## src/rtl/fsg_pkg.sv

```systemverilog
`timescale 1ns/1ps
package fsg_pkg;
    // Smallest legal frame-sync delay, in shift clocks
    localparam int unsigned MIN_DLY = 18;

    typedef enum logic {
        SYNC_PRI = 1'b0,
        SYNC_SEC = 1'b1
    } sync_kind_e;
endpackage

```

## src/rtl/fsg_clkdiv.sv

```systemverilog
`timescale 1ns/1ps
module fsg_clkdiv (
    input  logic clk_i,
    input  logic rst_ni,
    output logic sclk_o,
    output logic tick_o
);
    typedef struct packed {
        logic [1:0] ph;
    } div_st_t;

    div_st_t st_d, st_q;

    always_comb begin
        st_d    = st_q;
        st_d.ph = st_q.ph + 2'd1;
    end

    always_ff @(posedge clk_i) begin
        if (!rst_ni) st_q <= '0;
        else         st_q <= st_d;
    end

    // shift clock high in phases 2 and 3; updates happen as it rises
    assign sclk_o = st_q.ph[1];
    assign tick_o = (st_q.ph == 2'd1);
endmodule

```

## src/rtl/fsg_sched.sv

```systemverilog
`timescale 1ns/1ps
module fsg_sched #(
    parameter int unsigned AB_W   = 16,
    localparam int unsigned SLOT_W = AB_W + 1
) (
    input  logic              clk_i,
    input  logic              rst_ni,
    input  logic              tick_i,
    input  logic              is_master_i,
    input  logic              fs_in_i,
    input  logic              req_i,
    input  logic [AB_W-1:0]   half_i,
    input  logic [SLOT_W-1:0] last_slot_i,
    output logic              sync_o,
    output fsg_pkg::sync_kind_e kind_o,
    output logic              prim_o,
    output logic              fs_n_o
);
    typedef struct packed {
        logic [SLOT_W-1:0] slot;
        logic              first;
        logic              fs_n;
        logic              fin_prev;
    } sch_st_t;

    sch_st_t st_d, st_q;

    logic [SLOT_W-1:0] slot_nx;
    logic              m_pri, m_sec, s_evt, evt;
    fsg_pkg::sync_kind_e kind;

    always_comb begin
        slot_nx = (st_q.first || (st_q.slot >= last_slot_i)) ? '0
                                                             : st_q.slot + SLOT_W'(1);
        m_pri   = (slot_nx == '0);
        m_sec   = (slot_nx == {1'b0, half_i}) && req_i && !m_pri;
        s_evt   = !fs_in_i && st_q.fin_prev;
        evt     = is_master_i ? (m_pri || m_sec) : s_evt;
        if (is_master_i) kind = m_sec ? fsg_pkg::SYNC_SEC : fsg_pkg::SYNC_PRI;
        else             kind = req_i ? fsg_pkg::SYNC_SEC : fsg_pkg::SYNC_PRI;

        st_d = st_q;
        if (tick_i) begin
            st_d.slot     = slot_nx;
            st_d.first    = 1'b0;
            st_d.fin_prev = fs_in_i;
            st_d.fs_n     = is_master_i ? !evt : fs_in_i;
        end
    end

    always_ff @(posedge clk_i) begin
        if (!rst_ni) begin
            st_q.slot     <= '0;
            st_q.first    <= 1'b1;
            st_q.fs_n     <= 1'b1;
            st_q.fin_prev <= 1'b1;
        end else begin
            st_q <= st_d;
        end
    end

    assign sync_o = tick_i && evt;
    assign kind_o = kind;
    assign prim_o = tick_i && evt && (kind == fsg_pkg::SYNC_PRI);
    assign fs_n_o = st_q.fs_n;
endmodule

```

## src/rtl/fsg_decode.sv

```systemverilog
`timescale 1ns/1ps
module fsg_decode #(
    parameter int unsigned WORD_W = 16,
    localparam int unsigned CNT_W = $clog2(WORD_W + 1)
) (
    input  logic clk_i,
    input  logic rst_ni,
    input  logic tick_i,
    input  logic sync_i,
    input  logic prim_i,
    input  logic rx_i,
    output logic req_o
);
    typedef struct packed {
        logic [CNT_W-1:0] bits_left;
        logic [1:0]       tail;
        logic             req;
    } dec_st_t;

    dec_st_t st_d, st_q;

    always_comb begin
        st_d = st_q;
        if (tick_i) begin
            if (sync_i) begin
                st_d.req       = 1'b0;
                st_d.bits_left = prim_i ? CNT_W'(WORD_W) : '0;
            end else if (st_q.bits_left != '0) begin
                st_d.tail      = {st_q.tail[0], rx_i};
                st_d.bits_left = st_q.bits_left - CNT_W'(1);
                if (st_q.bits_left == CNT_W'(1))
                    st_d.req = st_q.tail[0] & rx_i;
            end
        end
    end

    always_ff @(posedge clk_i) begin
        if (!rst_ni) st_q <= '0;
        else         st_q <= st_d;
    end

    assign req_o = st_q.req;
endmodule

```

## src/rtl/fsg_delay.sv

```systemverilog
`timescale 1ns/1ps
module fsg_delay #(
    parameter int unsigned DLY_W = 8
) (
    input  logic             clk_i,
    input  logic             rst_ni,
    input  logic             tick_i,
    input  logic             sync_i,
    input  logic [DLY_W-1:0] dly_i,
    output logic             fs_dly_n_o
);
    typedef struct packed {
        logic [DLY_W-1:0] cnt;
        logic             fs_dly_n;
    } dly_st_t;

    dly_st_t st_d, st_q;

    always_comb begin
        st_d = st_q;
        if (tick_i) begin
            st_d.fs_dly_n = !(st_q.cnt == DLY_W'(1));
            if (sync_i)                st_d.cnt = dly_i;
            else if (st_q.cnt != '0)   st_d.cnt = st_q.cnt - DLY_W'(1);
        end
    end

    always_ff @(posedge clk_i) begin
        if (!rst_ni) begin
            st_q.cnt      <= '0;
            st_q.fs_dly_n <= 1'b1;
        end else begin
            st_q <= st_d;
        end
    end

    assign fs_dly_n_o = st_q.fs_dly_n;
endmodule

```

## src/rtl/fsg_frame_sync.sv

```systemverilog
`timescale 1ns/1ps
module fsg_frame_sync #(
    parameter int unsigned A_W     = 8,
    parameter int unsigned B_W     = 8,
    parameter int unsigned DLY_W   = 8,
    parameter int unsigned CHAIN_W = 4,
    parameter int unsigned WORD_W  = 16
) (
    input  logic               clk_i,
    input  logic               rst_ni,
    input  logic               is_master_i,
    input  logic [A_W-1:0]     div_a_i,
    input  logic [B_W-1:0]     div_b_i,
    input  logic [DLY_W-1:0]   dly_i,
    input  logic [CHAIN_W-1:0] chain_len_i,
    input  logic               fs_in_i,
    input  logic               rx_din_i,
    output logic               sclk_o,
    output logic               fs_n_o,
    output logic               fs_dly_n_o,
    output logic               sec_o,
    output logic               err_o
);
    localparam int unsigned AB_W   = A_W + B_W;
    localparam int unsigned SLOT_W = AB_W + 1;
    localparam int unsigned CMP_W  = CHAIN_W + DLY_W + AB_W + 1;

    typedef struct packed {
        logic sec;
        logic err;
    } top_st_t;

    top_st_t st_d, st_q;

    logic                tick, sync, prim, req;
    fsg_pkg::sync_kind_e kind;
    logic [AB_W-1:0]     ab;
    logic [SLOT_W-1:0]   last_slot;
    logic [DLY_W-1:0]    dly_eff;
    logic                overrun;

    always_comb begin
        ab        = AB_W'(div_a_i) * AB_W'(div_b_i);
        last_slot = {ab, 1'b0} - SLOT_W'(1);
        dly_eff   = (dly_i < DLY_W'(fsg_pkg::MIN_DLY)) ? DLY_W'(fsg_pkg::MIN_DLY) : dly_i;
        overrun   = (CMP_W'(chain_len_i) * CMP_W'(dly_eff)) >= CMP_W'(ab);

        st_d     = st_q;
        st_d.err = is_master_i && overrun;
        if (sync) st_d.sec = (kind == fsg_pkg::SYNC_SEC);
    end

    always_ff @(posedge clk_i) begin
        if (!rst_ni) st_q <= '0;
        else         st_q <= st_d;
    end

    fsg_clkdiv u_div (
        .clk_i  (clk_i),
        .rst_ni (rst_ni),
        .sclk_o (sclk_o),
        .tick_o (tick)
    );

    fsg_sched #(.AB_W(AB_W)) u_sched (
        .clk_i       (clk_i),
        .rst_ni      (rst_ni),
        .tick_i      (tick),
        .is_master_i (is_master_i),
        .fs_in_i     (fs_in_i),
        .req_i       (req),
        .half_i      (ab),
        .last_slot_i (last_slot),
        .sync_o      (sync),
        .kind_o      (kind),
        .prim_o      (prim),
        .fs_n_o      (fs_n_o)
    );

    fsg_decode #(.WORD_W(WORD_W)) u_dec (
        .clk_i  (clk_i),
        .rst_ni (rst_ni),
        .tick_i (tick),
        .sync_i (sync),
        .prim_i (prim),
        .rx_i   (rx_din_i),
        .req_o  (req)
    );

    fsg_delay #(.DLY_W(DLY_W)) u_dly (
        .clk_i      (clk_i),
        .rst_ni     (rst_ni),
        .tick_i     (tick),
        .sync_i     (sync),
        .dly_i      (dly_eff),
        .fs_dly_n_o (fs_dly_n_o)
    );

    assign sec_o = st_q.sec;
    assign err_o = st_q.err;
endmodule

```

## config.mk

```make
export PLATFORM = sky130hd
export DESIGN_NAME = fsg_frame_sync
export DESIGN_NICKNAME = d
export VERILOG_FILES = /design/src/rtl/fsg_pkg.sv /design/src/rtl/fsg_clkdiv.sv /design/src/rtl/fsg_sched.sv /design/src/rtl/fsg_decode.sv /design/src/rtl/fsg_delay.sv /design/src/rtl/fsg_frame_sync.sv
export SDC_FILE = /design/constraint.sdc
export NUM_CORES = 1
export LEC_CHECK = 0
export BUFFER_PORTS_ARGS = -buffer_cell sky130_fd_sc_hd__buf_2
export CORE_ASPECT_RATIO = 1.5
export CORE_MARGIN = 10
export CORE_UTILIZATION = 55
export CTS_BUF_LIST = sky130_fd_sc_hd__clkbuf_16
export DETAILED_ROUTE_END_ITERATION = 8
export PLACE_DENSITY = 0.73
export SKIP_LAST_GASP = 1
export SYNTH_ARGS = -nofsm -noshare
export SYNTH_HDL_FRONTEND = slang
export SYNTH_SLANG_ARGS = --single-unit
```

## constraint.sdc

```tcl
create_clock -name clk_i -period 19.7 [get_ports clk_i]
set_input_delay 1.97 -clock clk_i [delete_from_list [all_inputs] [get_ports clk_i]]
set_output_delay 1.97 -clock clk_i [all_outputs]
set_load 0.01 [all_outputs]
```

# --- Yosys cells after proc, flatten, opt, wreduce, memory -nomap -nowiden ---
# Cells that the tools add are included.
word_totals:
  ff_bits: 41
  out_inout_bits: 5
  elab_cells: 65
op_classes:
  add_sub_neg: 5
  mul: 2
  magnitude_cmp: 3
  eq_ne: 4
  muxes: 14
  bitwise: 3
  n_reduce_logical: 22
op_table:
  columns: ["op", "n"]
  rows:
  - ["$mux 8", 4]
  - ["$add 17x1->17 const B", 1]
  - ["$eq 17x16->1", 1]
  - ["$ge 17x17->1", 1]
  - ["$logic_not 17->1", 1]
  - ["$mux 17", 1]
  - ["$sub 17x1->17 const B", 1]
  - ["$ge 12x16->1", 1]
  - ["$mul 8x8->16", 1]
  - ["$mul 4x8->12", 1]
  - ["$mux 5", 2]
  - ["$eq 8x1->1 const B", 1]
  - ["$lt 8x5->1 const B", 1]
  - ["$reduce_bool 8->1", 1]
  - ["$sub 8x1->8 const B", 1]
  - ["$mux 1", 7]
  - ["$logic_and 1x1->1", 6]
  - ["$reduce_and 3->1", 2]
  - ["$reduce_bool 2->1", 3]
  - ["$eq 5x1->1 const B", 1]
  - ["$reduce_bool 5->1", 1]
  - ["$sub 5x1->5 const B", 1]
  - ["$logic_not 1->1", 4]
  - ["$reduce_and 2->1", 2]
  - ["5 further kinds", 7]

# --- Logic depth before layout (Yosys ltp) ---
depth:
  ltp_word: 14
  depth_mapped: 33
  mapped_depth_nobuf: 30

# --- Hierarchy ---
# Synthesis repeated with hierarchy kept, for this count alone.
unflattened:
  cells_unflattened: 861
  hier_area_um2: 6969.2
modules_own_cells:
  columns: ["mod", "n_inst", "cells_each", "area_per_inst_um2"]
  rows:
  - ["fsg_frame_sync", 1, 445, 3723.6]
  - ["fsg_sched", 1, 286, 2122.0]
  - ["fsg_delay", 1, 73, 603.1]
  - ["fsg_decode", 1, 51, 436.7]
  - ["fsg_clkdiv", 1, 6, 83.8]

# --- Worst setup path before layout ---
# Ideal clock, no wire load.
synth_timing:
  path_kind: "in2reg"
  start: "in div_a_i[1]"
  end: "reg u_dly.st_q[1] (netlist bit)"
  arrival_time_ps: 8829
  t_required_ps: 19628
  setup_slack_ps: 10799
  cell_stages: 30
  n_path_buf: 3
  cell_sequence: "and2_1 fa_1 fa_1 fa_1 inv_1 fa_1 inv_1 ha_1 clkbuf_1 nor3b_1 a31oi_1 o2111ai_1 nor3_1 nand3_1 nor3b_1 nor3b_1 xnor2_1 ha_1 nand4_1 nor4_1 o21ai_0 nand3_1 clkbuf_1 nor2_1 o32a_2 nor4_2 nand4_4 nand2_4 buf_12 mux2i_1"
synth_via:
  elab_chain_cells: 13
  elab_cells_between_ends: 16
synth_lines:
  columns: ["element", "line", "rtl"]
  rows:
  - ["start: declaration", "fsg_frame_sync.sv:12", "input logic [A_W-1:0] div_a_i,"]
  - ["$mul 8x8->16 *", "fsg_frame_sync.sv:43", "ab = AB_W'(div_a_i) * AB_W'(div_b_i);"]
  - ["$sub 17x1->17", "fsg_frame_sync.sv:44", "last_slot = {ab, 1'b0} - SLOT_W'(1);"]
  - ["$ge 17x17->1", "fsg_sched.sv:33", "slot_nx = (st_q.first || (st_q.slot >= last_slot_i)) ? '0"]
  - ["$logic_or 1x1->1", "fsg_sched.sv:33", null]
  - ["$mux 17", "fsg_sched.sv:33", null]
  - ["$eq 17x16->1 or $logic_not 17->1 (tied branches)", "fsg_sched.sv:36, fsg_sched.sv:35", null]
  - ["$logic_and 1x1->1 or $logic_not 1->1 (tied branches)", "fsg_sched.sv:36", "m_sec = (slot_nx == {1'b0, half_i}) && req_i && !m_pri;"]
  - ["$logic_and 1x1->1", "fsg_sched.sv:36", null]
  - ["$logic_or 1x1->1 *", "fsg_sched.sv:38", "evt = is_master_i ? (m_pri || m_sec) : s_evt;"]
  - ["$mux 1 *", "fsg_sched.sv:38", null]
  - ["$logic_and 1x1->1 *", "fsg_sched.sv:62", "assign sync_o = tick_i && evt;"]
  - ["$reduce_bool 2->1 (no source line)", null, null]
  - ["$reduce_and 2->1 (no source line)", null, null]
  - ["end signal: assignment", "fsg_delay.sv:33", "st_q <= st_d;"]
  - ["end: declaration", "fsg_delay.sv:17", "dly_st_t st_d, st_q;"]
# Mark *: on every way between the ends. The rest lies on a longest branch, timed or not.
# A chain may end at the register's enable or synchronous reset.

# --- Worst setup path in the final report ---
layout_timing:
  start: "in div_a_i[1]"
  end: "reg u_dly.st_q[2] (netlist bit)"
# The elaborated chain is that of the path after synthesis.

==> flow_summary.toml <==
[place]
hpwl_um = 13290
io_buffer_count = 37
dpl_worst_slack_ns = 9.419
gp_congestion = 0.9826

[yosys]
syn-instance-count = 808
synthAdderAreaFrac_pct = 30.88
synth.area.top_cells = "ha_1 (16%), fa_1 (14%), dfxtp_1 (12%)"
synth_top_family_by_area = "adder cells"
synthXorXnorAreaFrac_pct = 8.578
syn_area_um2 = 6636
synthMuxAreaShare_pct = 1.961
synthArstFlopShare_pct = 0
synth.most_common_cell = "inv_1"
synth.distinct_cells = 69
synth_flop_cell = "dfxtp_1"
ys_seq_area_share_pct = 12.07
synth_warnings = 0
yosys.area.top_type = "ha_1"
ys_top_cells_by_count = "inv_1 (92), nand2_1 (88), ha_1 (87), and2_1 (68), fa_1 (48)"
ys_ff_latch = 40
syn_area_per_cell_um2 = 8.213
yosys.area_share.simple_pct = 25.89
synth_compound_area_share_pct = 13.03
synth_nets = 976
synth_edf_count = 0
yosys.area.top_type_share_pct = 16.40

[layout]
fin_util_pct = 59.10
fill_cells = 1117
multi_input_area_um2 = 5331
final_nets = 999
num_antenna_cells = 0
layout.area.seq_um2 = 800.8
drive_gt1_share_pct = 8.293
area_growth_pct = 5.920

[timing]
tns_ns = 0
worst_slew_pin_slew_ns = 0.8310
setup_slack_ns = 9.584
drv_slew = 0
period_minus_slack_ns = 10.12
period_share_pct = 51.35
rsz0062_at_grt = "false"
fin_skew_ns = 0.007811
setup_violations = 0
maxSlewHeadroom_pct = 44.45
fmax_mhz = 98.86
finalHoldViolCount = 0

[critical_path]
cp.arrival_ns = 10.31
critical_path_buf_inv_count = 3
r2r_setup_slack_ns = 15.56
cp_max_fo = 22
r2r_cells = 11
slowest_delay_ns = 0.63
cp_slowest_cell = "nand3_1"
regToRegStartpoint = "u_sched.st_q[6]$_SDFFE_PN0P_"
worstPathRequired_ns = 19.90
cp_top_family = "simple AND/OR/NAND/NOR gates"
crit_top_cell = "fa_1"
critPathKind = "primary input to register"
reg2reg_to = "u_dly.st_q[2]$_SDFFE_PN0P_"
worstSetupStartpointType = "primary input"
cp-end-kind = "register"

[drt]
firstDrtPassIters = 5
wl_per_cell_um = 16.08
wirelength_um = 15840
antenna_left = 0
dr_total_vias = 5646
vias_per_cell = 5.732
drt-initial-drc-count = 239
post-route-drc-count = 0

[grt]
grtUsageMet2_pct = 35.44
grt_usage_pct = 19.17
grt_pass1_wl_um = 26970
grt_pass1_vias = 5744
grtUsageMet1_pct = 20.87
grt_max_degree = 50
grt_busiest_layer = "met2"
globalRouteMet3Util_pct = 2.080
gr-total-overflow = 0
antenna_found_initial = 0

[power]
leakagePower_nw = 3.237
internal_power_w = 0.0003541
vdd_ir_drop_max_mv = 0.08812
clkPwrFrac_pct = 13.2
power.switching_w = 0.0003493
power_density_nw_per_um2 = 100.1
combPwrFrac_pct = 73.4
switching_share_pct = 49.66
pwr-share-seq_pct = 13.3

[die]
initial_core_util_pct = 55.80
die_w_um = 109.7
rows = 49
fp.coreArea_um2 = 11890
die-area_um2 = 16950
pin_count = 38
die_y_um = 154.5

[clocking]
cts_tree = "built"
cts_hold_buf = 0
htree_levels = 2
postCtsResizedCells = 0
cts_buffers = 5
clk_latency_ns = 0.29
clockRootBuffer = "clkbuf_16"
clk_pin_slew_worst_paths_ns = 0.06
ctsLongestPathBuffers = 2
clock-sinks = 40
cts_setup_buffers = 0

[flow_run]
max_cap_viol_count = 0

[min_path]
min_path_type = "register to register"
hp-start = "u_div.st_q[0]$_SDFF_PN0_"
hold_path_depth = 1
holdPathEnd = "u_div.st_q[0]$_SDFF_PN0_"

[outcome]
outcome = "finished, final reports clean"
routing by layer:
metal / wire length [um] / vias to the layer above
li1: - / 2787
met1: 6067 / 2695
met2: 8578 / 120
met3: 486 / 44
met4: 706 / 0
met5: 0 / -
cell families (layout without fill, tap and decap cells):
family / Yosys count / after routing
and+or+nand+nor: 316 / 316
buffers and inverters: 114 / 138
DFF: 40 / 40
xor gates and xnor gates: 63 / 63
AOI/OAI and AO/OA: 127 / 127
adders and majority gates: 135 / 135
muxes: 13 / 13
worst max-delay path by stage:
stage,start,endpoint,cells after the start
finish,div_a_i[1],u_dly.st_q[2]$_SDFFE_PN0P_,28
global route,div_a_i[1],u_dly.st_q[2]$_SDFFE_PN0P_,28
CTS,div_a_i[1],u_dly.st_q[2]$_SDFFE_PN0P_,28
detailed placement,div_a_i[1],u_dly.st_q[8]$_SDFFE_PN0P_,28
global placement,div_a_i[2],u_dly.st_q[2]$_SDFFE_PN0P_,29
floorplan,div_a_i[1],u_dly.st_q[1]$_SDFFE_PN0P_,30
power groups by stage:
stage | sequential, W | combinational [W] | clock (W)
after floorplan | 0.0000939 | 0.000391 | 0
after global placement | 0.0000949 | 0.000494 | 0
after detailed placement | 0.0000951 | 0.000511 | 0
after CTS | 0.0000934 | 0.000515 | 0.0000953
after global routing | 0.0000942 | 0.000579 | 0.0000986
final | 0.0000936 | 0.000517 | 0.0000932
stage by stage:
step | total power [W] | hold slack (ns) | std cells | cell area [um^2]
after detailed placement | 0.0006061 | 0.4105 | 977 | 6862
after global placement | 0.0005885 | 0.4070 | 977 | 6862
after global routing | 0.0007719 | 0.4352 | 985 | 7029
after floorplan | 0.0004849 | 0.3959 | 808 | 6636
final | 0.0007034 | 0.4125 | 985 | 7029
after CTS | 0.0007037 | 0.4199 | 985 | 7029
flip-flops by register name (all words and copies together), names as in the netlist:
name and cells:
u_dly.fs_dly_n_o 1, u_dly.st_q 8, sec_o 1, u_sched.fs_n_o 1, u_sched.st_q 19, u_div.st_q 2, u_dec.req_o 1, err_o 1
u_dec.st_q 6
cell type report:
type / instances / area share (%)
well taps: 153 / 2.723
clock inverters: 3 / 0.6052
flip-flops and latches: 40 / 11.39
multi-input cells: 654 / 75.85
repair buffers: 38 / 2.741
inverters: 92 / 4.913
clock buffers: 5 / 1.780
cell usage in the layout, fill, tap and decap left out, types with 7 or more instances in the layout:
cell type / n
nor3b_1: 12
fa_1: 48
mux2i_1: 13
nand2_1: 88
a21o_1: 10
nand3_1: 24
and2_1: 68
o21ai_0: 23
dfxtp_1: 40
and3_1: 7
nand2b_1: 8
a21oi_1: 33
inv_1: 92
xor2_1: 16
nor3_1: 19
nor2b_1: 14
xnor2_1: 46
ha_1: 87
nor2_1: 27
a21boi_0: 10
buf_2: 37
nand4_1: 11
nor4_1: 7
Power figures use the tool's default switching activity.
